[src/rtl/atomic_pkg.sv]
// Package: shared operation encoding for the reservation memory.
// Assumes two-bit operation codes on every request port.
package atomic_pkg;
    typedef enum logic [1:0] {
        OP_READ  = 2'd0,
        OP_WRITE = 2'd1,
        OP_LINK  = 2'd2,
        OP_COND  = 2'd3
    } mem_op_e;
endpackage

[src/rtl/fixed_prio_arb.sv]
// Fixed-priority arbiter: the lowest-index requester wins.
// Assumes requests may change every cycle; the grant is purely combinational.
module fixed_prio_arb #(
    parameter int NREQ = 2
) (
    input  logic            clk,
    input  logic            rst_n,
    input  logic [NREQ-1:0] req,
    output logic [NREQ-1:0] ready,
    output logic [NREQ-1:0] grant
);
    logic [NREQ:0] blocked;

    assign blocked[0] = 1'b0;

    // Chain of "a lower-index port is requesting" flags.
    for (genvar i = 0; i < NREQ; i++) begin : g_chain
        assign blocked[i+1] = blocked[i] | req[i];
        assign ready[i]     = ~blocked[i];
        assign grant[i]     = req[i] & ~blocked[i];
    end

    assert_single_grant_R9: assert property (@(posedge clk) disable iff (!rst_n)
        $onehot0(grant));
    assert_port0_wins_R9: assert property (@(posedge clk) disable iff (!rst_n)
        req[0] |-> (grant == NREQ'(1)));
endmodule

[src/rtl/resv_tracker.sv]
// Per-port reservation register: a valid flag plus the reserved address.
// Assumes at most one of link_set and cond_done is high in a cycle.
module resv_tracker #(
    parameter int ADDR_W = 4
) (
    input  logic              clk,
    input  logic              rst_n,
    input  logic              link_set,
    input  logic [ADDR_W-1:0] link_addr,
    input  logic              cond_done,
    input  logic              wr_en,
    input  logic [ADDR_W-1:0] wr_addr,
    output logic              resv_valid,
    output logic [ADDR_W-1:0] resv_addr
);
    // Set on a linked read, drop on own conditional write or a write to the address.
    always_ff @(posedge clk) begin
        if (!rst_n) begin
            resv_valid <= 1'b0;
            resv_addr  <= '0;
        end else if (link_set) begin
            resv_valid <= 1'b1;
            resv_addr  <= link_addr;
        end else if (cond_done) begin
            resv_valid <= 1'b0;
        end else if (wr_en && (wr_addr == resv_addr)) begin
            resv_valid <= 1'b0;
        end
    end

    assert_write_kills_resv_R6: assert property (@(posedge clk) disable iff (!rst_n)
        (wr_en && resv_valid && (wr_addr == resv_addr) && !link_set) |=> !resv_valid);
    assert_cond_clears_own_R7: assert property (@(posedge clk) disable iff (!rst_n)
        (cond_done && !link_set) |=> !resv_valid);
    assert_link_replaces_R8: assert property (@(posedge clk) disable iff (!rst_n)
        link_set |=> (resv_valid && (resv_addr == $past(link_addr))));
endmodule

[src/rtl/word_bank.sv]
// Word storage: one write port, one combinational read port, cleared by reset.
// Assumes read and write of the same word in a cycle returns the old word.
module word_bank #(
    parameter int DATA_W = 32,
    parameter int ADDR_W = 4
) (
    input  logic              clk,
    input  logic              rst_n,
    input  logic              we,
    input  logic [ADDR_W-1:0] waddr,
    input  logic [DATA_W-1:0] wdata,
    input  logic [ADDR_W-1:0] raddr,
    output logic [DATA_W-1:0] rdata
);
    localparam int DEPTH = 1 << ADDR_W;

    logic [DATA_W-1:0] mem [DEPTH];

    // Clear all words on reset, otherwise perform the single write.
    always_ff @(posedge clk) begin
        if (!rst_n) begin
            for (int k = 0; k < DEPTH; k++) mem[k] <= '0;
        end else if (we) begin
            mem[waddr] <= wdata;
        end
    end

    assign rdata = mem[raddr];
endmodule

[src/rtl/atomic_word_store.sv]
// Shared word memory with per-port linked-read reservations and conditional writes.
// One request is accepted per cycle (lowest port first); the response follows one cycle later.
// Assumes request fields are held stable while valid is high and ready is low.
module atomic_word_store
    import atomic_pkg::*;
#(
    parameter int NPORTS = 2,
    parameter int DATA_W = 32,
    parameter int ADDR_W = 4
) (
    input  logic                     clk,
    input  logic                     rst_n,
    input  logic [NPORTS-1:0]        req_valid,
    output logic [NPORTS-1:0]        req_ready,
    input  logic [2*NPORTS-1:0]      req_op,
    input  logic [ADDR_W*NPORTS-1:0] req_addr,
    input  logic [DATA_W*NPORTS-1:0] req_wdata,
    output logic [NPORTS-1:0]        rsp_valid,
    output logic [DATA_W-1:0]        rsp_data
);
    logic [NPORTS-1:0] grant;
    logic              acc;
    mem_op_e           sel_op;
    logic [ADDR_W-1:0] sel_addr;
    logic [DATA_W-1:0] sel_wdata;
    logic [NPORTS-1:0] resv_valid;
    logic [ADDR_W-1:0] resv_addr [NPORTS];
    logic              sc_ok;
    logic              wr_en;
    logic [DATA_W-1:0] rd_word;

    fixed_prio_arb #(.NREQ(NPORTS)) u_arb (
        .clk   (clk),
        .rst_n (rst_n),
        .req   (req_valid),
        .ready (req_ready),
        .grant (grant)
    );

    // Route the granted port's request fields to the shared datapath.
    always_comb begin
        acc       = |grant;
        sel_op    = OP_READ;
        sel_addr  = '0;
        sel_wdata = '0;
        for (int i = 0; i < NPORTS; i++) begin
            if (grant[i]) begin
                sel_op    = mem_op_e'(req_op[2*i +: 2]);
                sel_addr  = req_addr[ADDR_W*i +: ADDR_W];
                sel_wdata = req_wdata[DATA_W*i +: DATA_W];
            end
        end
    end

    // Conditional-write decision from the granted port's reservation.
    always_comb begin
        sc_ok = 1'b0;
        for (int i = 0; i < NPORTS; i++) begin
            if (grant[i] && resv_valid[i] && (resv_addr[i] == sel_addr)) sc_ok = 1'b1;
        end
        wr_en = acc && ((sel_op == OP_WRITE) || ((sel_op == OP_COND) && sc_ok));
    end

    for (genvar p = 0; p < NPORTS; p++) begin : g_resv
        resv_tracker #(.ADDR_W(ADDR_W)) u_resv (
            .clk        (clk),
            .rst_n      (rst_n),
            .link_set   (grant[p] && (sel_op == OP_LINK)),
            .link_addr  (sel_addr),
            .cond_done  (grant[p] && (sel_op == OP_COND)),
            .wr_en      (wr_en),
            .wr_addr    (sel_addr),
            .resv_valid (resv_valid[p]),
            .resv_addr  (resv_addr[p])
        );

        assert_rsp_follows_grant_R1: assert property (@(posedge clk) disable iff (!rst_n)
            grant[p] |=> rsp_valid[p]);
    end

    word_bank #(.DATA_W(DATA_W), .ADDR_W(ADDR_W)) u_bank (
        .clk   (clk),
        .rst_n (rst_n),
        .we    (wr_en),
        .waddr (sel_addr),
        .wdata (sel_wdata),
        .raddr (sel_addr),
        .rdata (rd_word)
    );

    // Register the response one cycle after acceptance.
    always_ff @(posedge clk) begin
        if (!rst_n) begin
            rsp_valid <= '0;
            rsp_data  <= '0;
        end else begin
            rsp_valid <= grant;
            unique case (sel_op)
                OP_READ, OP_LINK: rsp_data <= rd_word;
                OP_COND:          rsp_data <= DATA_W'(sc_ok);
                default:          rsp_data <= '0;
            endcase
        end
    end

    assert_cond_success_writes_R4: assert property (@(posedge clk) disable iff (!rst_n)
        (acc && (sel_op == OP_COND) && sc_ok) |=>
            ((u_bank.mem[$past(sel_addr)] == $past(sel_wdata)) && (rsp_data == DATA_W'(1))));
    assert_cond_fail_no_write_R5: assert property (@(posedge clk) disable iff (!rst_n)
        (acc && (sel_op == OP_COND) && !sc_ok) |=>
            ((u_bank.mem[$past(sel_addr)] == $past(u_bank.mem[sel_addr])) && (rsp_data == '0)));
    assert_plain_write_lands_R2: assert property (@(posedge clk) disable iff (!rst_n)
        (acc && (sel_op == OP_WRITE)) |=> (u_bank.mem[$past(sel_addr)] == $past(sel_wdata)));
    assert_rsp_onehot_R1: assert property (@(posedge clk) disable iff (!rst_n)
        $onehot0(rsp_valid));
endmodule

[config.mk]
export PLATFORM = sky130hd
export DESIGN_NAME = atomic_word_store
export DESIGN_NICKNAME = d
export VERILOG_FILES = /design/src/rtl/atomic_pkg.sv /design/src/rtl/fixed_prio_arb.sv /design/src/rtl/resv_tracker.sv /design/src/rtl/word_bank.sv /design/src/rtl/atomic_word_store.sv
export SDC_FILE = /design/constraint.sdc
export NUM_CORES = 1
export LEC_CHECK = 0
export BUFFER_PORTS_ARGS = -buffer_cell sky130_fd_sc_hd__buf_2
export CORE_ASPECT_RATIO = 0.9
export CORE_MARGIN = 4
export CORE_UTILIZATION = 45
export CTS_CLUSTER_SIZE = 16
export DETAILED_ROUTE_END_ITERATION = 8
export MAX_ROUTING_LAYER = met4
export SYNTH_ARGS = -nofsm -noshare
export SYNTH_HDL_FRONTEND = slang
export SYNTH_SLANG_ARGS = --single-unit
[constraint.sdc]
create_clock -name clk -period 12.3 [get_ports clk]
set_clock_uncertainty 0.05 [all_clocks]
set_input_delay 1.23 -clock clk [delete_from_list [all_inputs] [get_ports clk]]
set_output_delay 1.23 -clock clk [all_outputs]
set_load 0.05 [all_outputs]
## Word level (Yosys, flattened, before mapping)

Memories as Yosys holds them, arrays and structs flattened.
Cells that the tools add are included.
W data, S select, Z words.

- Flip-flop bits (word level): 44
- Latch bits: 0
- RAM bits: 512
- Bits in read-only memories: 0
- Input bits: 80
- Output and inout bits: 36
- Memories kept: 1

Memory list:

| name | depth | width | rd ports | clocked after Yosys merged registers in | wr ports | line | text |
|---|---|---|---|---|---|---|---|
| u_bank.mem | 16 | 32 | 1 | 0 | 16 | word_bank.sv:17 | `logic [DATA_W-1:0] mem [DEPTH];` |

- Add/sub/neg operators: 0
- Multipliers: 0
- Divide/modulo/power cells: 0
- Magnitude comparators: 0
- Equality and inequality tests: 7
- Shift operators: 0
- Muxes and demuxes: 22
- Bitwise logic cells: 2
- Reductions and logical operators: 19

Operator list:

| operator | count |
|---|---|
| $mux W32 | 3 |
| $pmux W32 S2 | 1 |
| $reduce_or A32 Y1 | 1 |
| $eq A4 B4 Y1 | 4 |
| $mux W1 | 13 |
| $logic_and A1 B1 Y1 | 12 |
| $mux W4 | 3 |
| $reduce_bool A3 Y1 | 2 |
| $eq A2 B2 Y1 const B | 2 |
| $mux W2 | 2 |
| $reduce_or A2 Y1 | 2 |
| $eq A2 B1 Y1 const B | 1 |
| $logic_not A2 Y1 | 1 |
| $and A1 B1 Y1 | 1 |
| $logic_or A1 B1 Y1 | 1 |
| $not A1 Y1 | 1 |

## Logic depth before layout (Yosys ltp)

Gate-level depths: netlist of run 1.

- Word-level depth: 15
- Depth in mapped cells: 10
- Mapped depth without buffers: 6

## By module

From an unflattened synthesis of run 1, not the netlist that was laid out.

- Cells, all modules: 1631
- Area total of the unflattened synthesis: 24907.6 µm²

Modules (own cells, without submodules):

| module | times used | cells each | area an instance (µm²) |
|---|---|---|---|
| word_bank | 1 | 1416 | 22836.9 |
| atomic_word_store | 1 | 166 | 1571.5 |
| resv_tracker | 2 | 22 | 235.2 |
| fixed_prio_arb | 1 | 5 | 28.8 |

## Worst setup path after synthesis of run 1

OpenSTA, ideal clock, no wires.

- Path type: input to register
- Start point: input req_valid[0]
- End point: memory u_bank.mem[14][0] (enable)
- Library setup time: 511 ps
- Arrival time: 6410 ps
- Required time: 11739 ps
- Path slack: 5330 ps
- Cell stages on the path: 9
- Cell sequence: clkbuf_1 > buf_2 > inv_1 > nand4_1 > a32o_1 > o2bb2ai_2 > nor2_2 > buf_2 > o41ai_1

RTL lines:

| what | line | text |
|---|---|---|
| start, declared | atomic_word_store.sv:13 | `input logic [NPORTS-1:0] req_valid,` |
| end, declared | word_bank.sv:17 |  |

==> results of run 1 <==
## Yosys cell counts (5+ instances only)
cell type and n:
edfxtp_1 512, nor2_1 304, nand2_1 237, nor3_1 174, clkbuf_1 105, mux4_2 94, mux2i_1 62, buf_2 49
nor4_1 49, a21oi_1 47, dfxtp_1 44, o21ai_0 38, a311oi_1 34, o22ai_1 31, o21a_1 29, buf_1 15
o41ai_1 13, nand3_1 11, or2_2 9, and3_1 8, nand3b_1 8, nand4_1 7, and2_1 6, a211oi_1 5
xnor2_1 5
## cell usage in the layout, fill, tap and decap left out, types with 6 or more instances in the layout
cell,Yosys,routed
o21a_1,29,28
mux4_2,94,94
buf_2,49,113
nand3_1,11,7
a21oi_1,47,47
nor2_1,304,303
nor3_1,174,174
buf_4,1,60
and2_1,6,6
and3_1,8,8
clkbuf_16,0,56
clkinv_1,0,15
mux2i_1,62,62
a311oi_1,34,34
nand2_1,237,236
clkbuf_1,105,7
nor4_1,49,49
clkinv_2,0,15
o41ai_2,0,13
nand3b_1,8,8
o21ai_1,4,6
nand4_1,7,7
o21ai_0,38,32
dfxtp_1,44,44
edfxtp_1,512,512
o22ai_1,31,31
or2_2,9,8
## metal layers
metal | vias to the layer above | track usage [%] | routed length (µm)
met1 | 8563 | 34.1 | 30200
met3 | 146 | 4.01 | 5490
li1 | 7403 | - | -
met5 | - | - | 0
met4 | 0 | 11.8 | 3820
met2 | 758 | 38.6 | 34400
## worst register-to-register path: cells and delay by family (launching register included)
family | cells | cell delay, ns
DFF | 1 | 0.33
and+or+nand+nor | 2 | 0.33
AOI/OAI and AO/OA | 4 | 1.18
buffers and inverters | 3 | 2.09
## final cells by class
| type | count | share of cell area [%] |
|---|---|---|
| well taps | 705 | 3.16 |
| multi-input cells | 1200 | 28.9 |
| repair buffers | 174 | 3.71 |
| flip-flops and latches | 556 | 58.2 |
| clock buffers | 66 | 5.26 |
| clock inverters | 38 | 0.726 |
| inverters | 2 | 0.0269 |
## sequential cells by signal, summed over array words and instances, names as in the netlist
signal / flops
u_bank.mem: 512
g_resv.u_resv.resv_addr: 8
rsp_data: 32
g_resv.u_resv.resv_valid: 2
rsp_valid: 2
## stage by stage
step                      hold WS (ns)  cell area (µm²)  power [mW]  utilization [%]
after floorplan                  0.409            24800        2.55                -
after detailed placement         0.439            26200        2.73             48.2
after CTS                        0.448            27900        4.29             51.3
final                            0.449            27900        4.27             51.3
after global routing             0.480            27900        4.40             51.3
after global placement           0.425            26200        2.73             48.2
## power by group
group          internal (mW)  total (mW)  switching [mW]
clock                  0.851        1.57           0.721
combinational          0.148       0.494           0.346
sequential              2.17        2.20          0.0316
total                   3.17        4.27            1.10
## logic make-up (layout without fill, tap and decap cells)
group	Yosys count	count (layout)	share of synthesized area (%)
and+or+nand+nor	820	820	14.4
DFF	556	556	65.5
AOI/OAI and AO/OA	218	218	5.98
buffers and inverters	172	280	2.87
muxes	156	156	11.0
xor gates and xnor gates	5	5	0.177
other	1	1	0.0151
## final timing paths
path | cells past startpoint | startpoint | slack (ns) | endpoint
hold / removal | 2 | g_resv[0].u_resv.resv_addr[2] | 0.45 | g_resv[0].u_resv.resv_addr[2]
hold reg to reg | 2 | g_resv[0].u_resv.resv_addr[2] | 0.45 | g_resv[0].u_resv.resv_addr[2]
setup reg to reg | 9 | g_resv[0].u_resv.resv_addr[1] | 7.99 | u_bank.mem[7][10]
setup / recovery | 11 | req_valid[0] | 6.39 | u_bank.mem[7][10]
==> reports/results.tsv, run 1 <==
metric	value	unit
status	finished clean	
unrepaired setup endpoints after global routing	no	
Tmin final	5.91	ns
CP max-delay cell	buf_4	
Syn Nets	2008	
crit start category	primary input	
drt pass-1 iters	5	
Critical Path, Cell by Cell	buf_4 -> buf_4 -> and3b_1 -> or3_1 -> a2111oi_2 -> o2bb2ai_2 -> nor2_4 -> buf_4 -> buf_4 -> o41ai_2 -> buf_4	
GRT Util Overall	25.4	%
crit-path max cell delay	0.62	ns
P&R area growth vs syn	12.6	%
Worst Tran Pin Value	1.30	ns
Fin. Hold Viols	0	
ys async rst share	0	%
Post-DP HPWL	43500	µm
worst skew pair latency	0.62	ns
# port buffers	114	
layout cells sized above 1	19.3	%
wire length per cell	26.9	µm
part of the cycle the worst path needs	48.1	%
root buf cell	clkbuf_16	
Core Area	54400	µm²
cts hold-fix bufs	0	
number of post-CTS setup repair buffers	0	
Leak	8.85	nW
nets@finish	2069	
Vias	16900	
Slew HR	12.7	%
HP Class	register to register	
most area-hungry cell type in the Yosys netlist	edfxtp_1	
CTS H-Tree Depth	2	
CP bufs+invs	5	
global-route wire length before repair	109000	µm
Diodes inserted	0	
family with the most delay on the worst path	buffers and inverters	
P per Cell Area	153	nW/µm²
Die W	255	µm
routability cong.	0.850	
number of global-route vias before repair	16400	
Ports	116	
die height	231	µm
post-synth top area share	62.0	%
total global routing overflow	0	
Synth Warn #	0	
CTS max path bufs	3	
final setup vio count	0	
crit path DAT	6.11	ns
TNS Setup	0	ns
post-synthesis cell type count	50	
Max Clk Rate	169	MHz
largest net degree at the start of global routing	150	
Initial Util	45.6	%
Primary FF master, synth	edfxtp_1	
die area	58900	µm²
initial antenna violation count	2	
max-slew violations	0	
fillers	4583	
CP Capture Type	register	
CTS buffer count	55	
DR iter-0 viols	1900	
WS Path Type	primary input to register	
# rows	81	
final non-filler cell total	2741	
FF+latch count, synth	556	
Setup WS post-layout	6.39	ns
crit path max fanout	96	
register area share after synthesis	65.5	%
top cells by area, synth	edfxtp_1 (62%), mux4_2 (8.5%), nor2_1 (4.6%)	
VDD IR max	0.0991	mV
Syn Inst Count	1928	
syn_area_per_cell	12.9	µm²
Sink Count	556	
post-place setup slack	5.90	ns
routed wire length	73800	µm
Post-Place Cells	2637	
area of the multi-input gates	8070	µm²
residual DRC count	0	
Clock Pin Slew Worst Setup and Hold Paths	0.06	ns
mapped cell area	24800	µm²
Gates resized, CTS repair	0	
Vias/cell	6.15	
Max-cap violations	0	
CP dominant cell by count	buf_4	
number of enable flip-flop cells after synthesis	512	
antenna-violating nets left	0	
CTS tree	done	
Worst Path Required	12.50	ns
Reg area	16300	µm²
(Power assumes the default switching activity.)
==> run 2, diff against run 1 <==
--- a/config.mk
+++ b/config.mk
@@ -5,6 +5,7 @@
 export SDC_FILE = /design/constraint.sdc
 export NUM_CORES = 1
 export LEC_CHECK = 0
+export ABC_AREA = 1
 export BUFFER_PORTS_ARGS = -buffer_cell sky130_fd_sc_hd__buf_2
 export CORE_ASPECT_RATIO = 0.9
 export CORE_MARGIN = 4
==> constraint.sdc (replaced) <==
create_clock -name clk -period 5 [get_ports clk]
set_clock_uncertainty 0.05 [all_clocks]
set_input_delay 0.5 -clock clk [delete_from_list [all_inputs] [get_ports clk]]
set_output_delay 0.5 -clock clk [all_outputs]
set_load 0.05 [all_outputs]
==> reports/results.tsv, run 2 <==
metric	value	unit
status	finished clean	
max-slew violations	0	
most area-hungry cell type in the Yosys netlist	edfxtp_1	
met3 Track Usage GR	3.69	%
total global routing overflow	0	
commonest non-fill, non-tap cell in the layout	edfxtp_1	
initial antenna violation count	1	
reg2reg setup slack	1.63	ns
Max-cap violations	0	
HP Class	primary input to register	
# rows	78	
cts hold-fix bufs	0	
FF+latch count, synth	556	
number of post-CTS setup repair buffers	0	
cell with the most instances after synthesis	edfxtp_1	
Biggest register	u_bank.mem	
met1 Use GR	33.0	%
unrepaired setup endpoints after global routing	no	
root buf cell	clkbuf_16	
P&R area growth vs syn	12.5	%
top cells by area, synth	edfxtp_1 (66%), nor2_1 (7.0%), o22ai_1 (5.9%)	
final setup vio count	0	
layout cells sized above 1	14.6	%
Diodes inserted	0	
mapped cell area	23300	µm²
Core Area	50800	µm²
Fin. Hold Viols	0	
Tmin final	3.81	ns
CTS buffer count	58	
worst skew pair latency	0.61	ns
Vias	16200	
Ports	116	
part of the cycle the worst path needs	76.1	%
Clock Pin Slew Worst Setup and Hold Paths	0.06	ns
DR iter-0 viols	1684	
Max Clk Rate	263	MHz
wire length per cell	23.9	µm
Worst Tran Pin Value	1.08	ns
Critical R2R Launch	g_resv[1].u_resv.resv_addr[2]	
Largest register FFs	512	
CTS tree	done	
drt pass-1 iters	5	
Post-DP HPWL	37000	µm
syn_area_per_cell	11.8	µm²
reg2reg end	u_bank.mem[4][8]	
R2R cell count	11	
Leak	9.82	nW
die area	55500	µm²
crit path DAT	4.01	ns
ys async rst share	0	%
number of enable flip-flop cells after synthesis	512	
global-route wire length before repair	98300	µm
CTS max path bufs	3	
P per Cell Area	401	nW/µm²
Initial Util	45.8	%
VDD IR max	0.291	mV
WS Path Type	primary input to register	
Primary FF master, synth	edfxtp_1	
routed wire length	65600	µm
most frequent cells in the layout	edfxtp_1 (512), nor2_1 (430), o22ai_1 (218)	
post-place setup slack	0.555	ns
Syn Nets	2059	
global route hottest layer	met2	
crit start category	primary input	
Die W	248	µm
crit path max fanout	33	
TNS Setup	0	ns
# port buffers	114	
die height	224	µm
WHS Path Cells	6	
number of global-route vias before repair	15900	
min-delay src	req_op[1]	
Syn Inst Count	1979	
largest net degree at the start of global routing	93	
routability cong.	0.854	
residual DRC count	0	
Hold Path Sink	g_resv[0].u_resv.resv_valid	
Worst Path Required	5.20	ns
CTS H-Tree Depth	2	
register area share after synthesis	69.7	%
Synth top cells by count	edfxtp_1 (512), nor2_1 (434), o22ai_1 (218), nor3_1 (129), o21ai_0 (122)	
Slew HR	27.8	%
Synth Warn #	0	
post-synthesis cell type count	32	
Setup WS post-layout	1.19	ns
post-synth top area share	66.0	%
Sink Count	556	
GRT Util Overall	24.1	%
M2 GR Usage	38.0	%
nets@finish	2101	
CP Capture Type	register	
Vias/cell	5.91	
Top Registers	u_bank.mem x512, rsp_data x32, g_resv.u_resv.resv_addr x8	
fillers	4432	
antenna-violating nets left	0	
Gates resized, CTS repair	0	
-- run 2: cell count changes after synthesis, sizes merged, moves of 45 or more --
cell	delta
inv	+64
nor3	-45
o21ai	+80
o22ai	+188
mux2i	-62
mux4	-94
nand2	-112
nor2	+141
nor4	-49
-- run 2: power breakdown --
group	total (mW)	internal (mW)	switching [mW]
sequential	5.26	5.22	0.0438
combinational	1.02	0.248	0.771
clock	4.24	2.46	1.78
-- run 2: worst max-delay path: stages --
cell     delay [ns]
buf_2          0.33
buf_4          0.40
nand2_1        0.16
nand3_1        0.12
nand2_1        0.05
nor2_1         0.14
nand3_1        0.13
nand3_2        0.15
nand2_1        0.12
nor2_4         0.57
nand2_4        0.46
nand2_2        0.38
buf_4          0.45
-- run 2: worst max path at each step --
stage          slack (ns)                 to    startpoint
6_report             1.19   u_bank.mem[4][8]  req_valid[0]
5_1_grt              0.96  u_bank.mem[9][12]  req_valid[0]
4_1_cts              1.20  u_bank.mem[9][19]  req_valid[0]
3_5_place_dp         0.55  u_bank.mem[9][17]  req_valid[0]
3_3_place_gp         0.64  u_bank.mem[9][16]  req_valid[0]
2_1_floorplan        0.50  u_bank.mem[10][0]  req_valid[0]
-- run 2: cell type report --
| cell class | count | area, µm² | share of cell area, % |
|---|---|---|---|
| Multi-Input combinational cell | 1180 | 6000 | 22.9 |
| Sequential cell | 556 | 16300 | 62.0 |
| Timing Repair Buffer | 159 | 1010 | 3.85 |
| Clock buffer | 82 | 1620 | 6.19 |
| Tap cell | 680 | 851 | 3.24 |
| Clock inverter | 26 | 234 | 0.892 |
| Inverter | 66 | 253 | 0.964 |
-- run 2: cells by family (layout without fill, tap and decap cells) --
| group | after synthesis | after routing | share of synthesized area (%) |
|---|---|---|---|
| other | 1 | 1 | 0.0161 |
| and+or+nand+nor | 756 | 756 | 13.8 |
| buffers and inverters | 243 | 333 | 5.07 |
| AOI/OAI and AO/OA | 423 | 423 | 11.4 |
| DFF | 556 | 556 | 69.7 |
-- run 2: per-stage QoR --
| stage | cells | utilization (%) | area, µm² | hold slack [ns] | power (mW) |
|---|---|---|---|---|---|
| 2_1_floorplan | 1979 | - | 23300 | 0.395 | 6.01 |
| 3_3_place_gp | 2641 | 47.9 | 24400 | 0.426 | 6.36 |
| 3_5_place_dp | 2641 | 47.9 | 24400 | 0.418 | 6.38 |
| 4_1_cts | 2749 | 51.6 | 26200 | 0.229 | 10.6 |
| 5_1_grt | 2749 | 51.6 | 26200 | 0.298 | 10.9 |
| 6_report | 2749 | 51.6 | 26200 | 0.254 | 10.5 |
-- run 2: per-layer routing --
layer,vias up,share of wire [%]
met3,101,8.2
met4,0,2.3
met5,-,0
li1,7286,-
met2,728,47
met1,8131,42
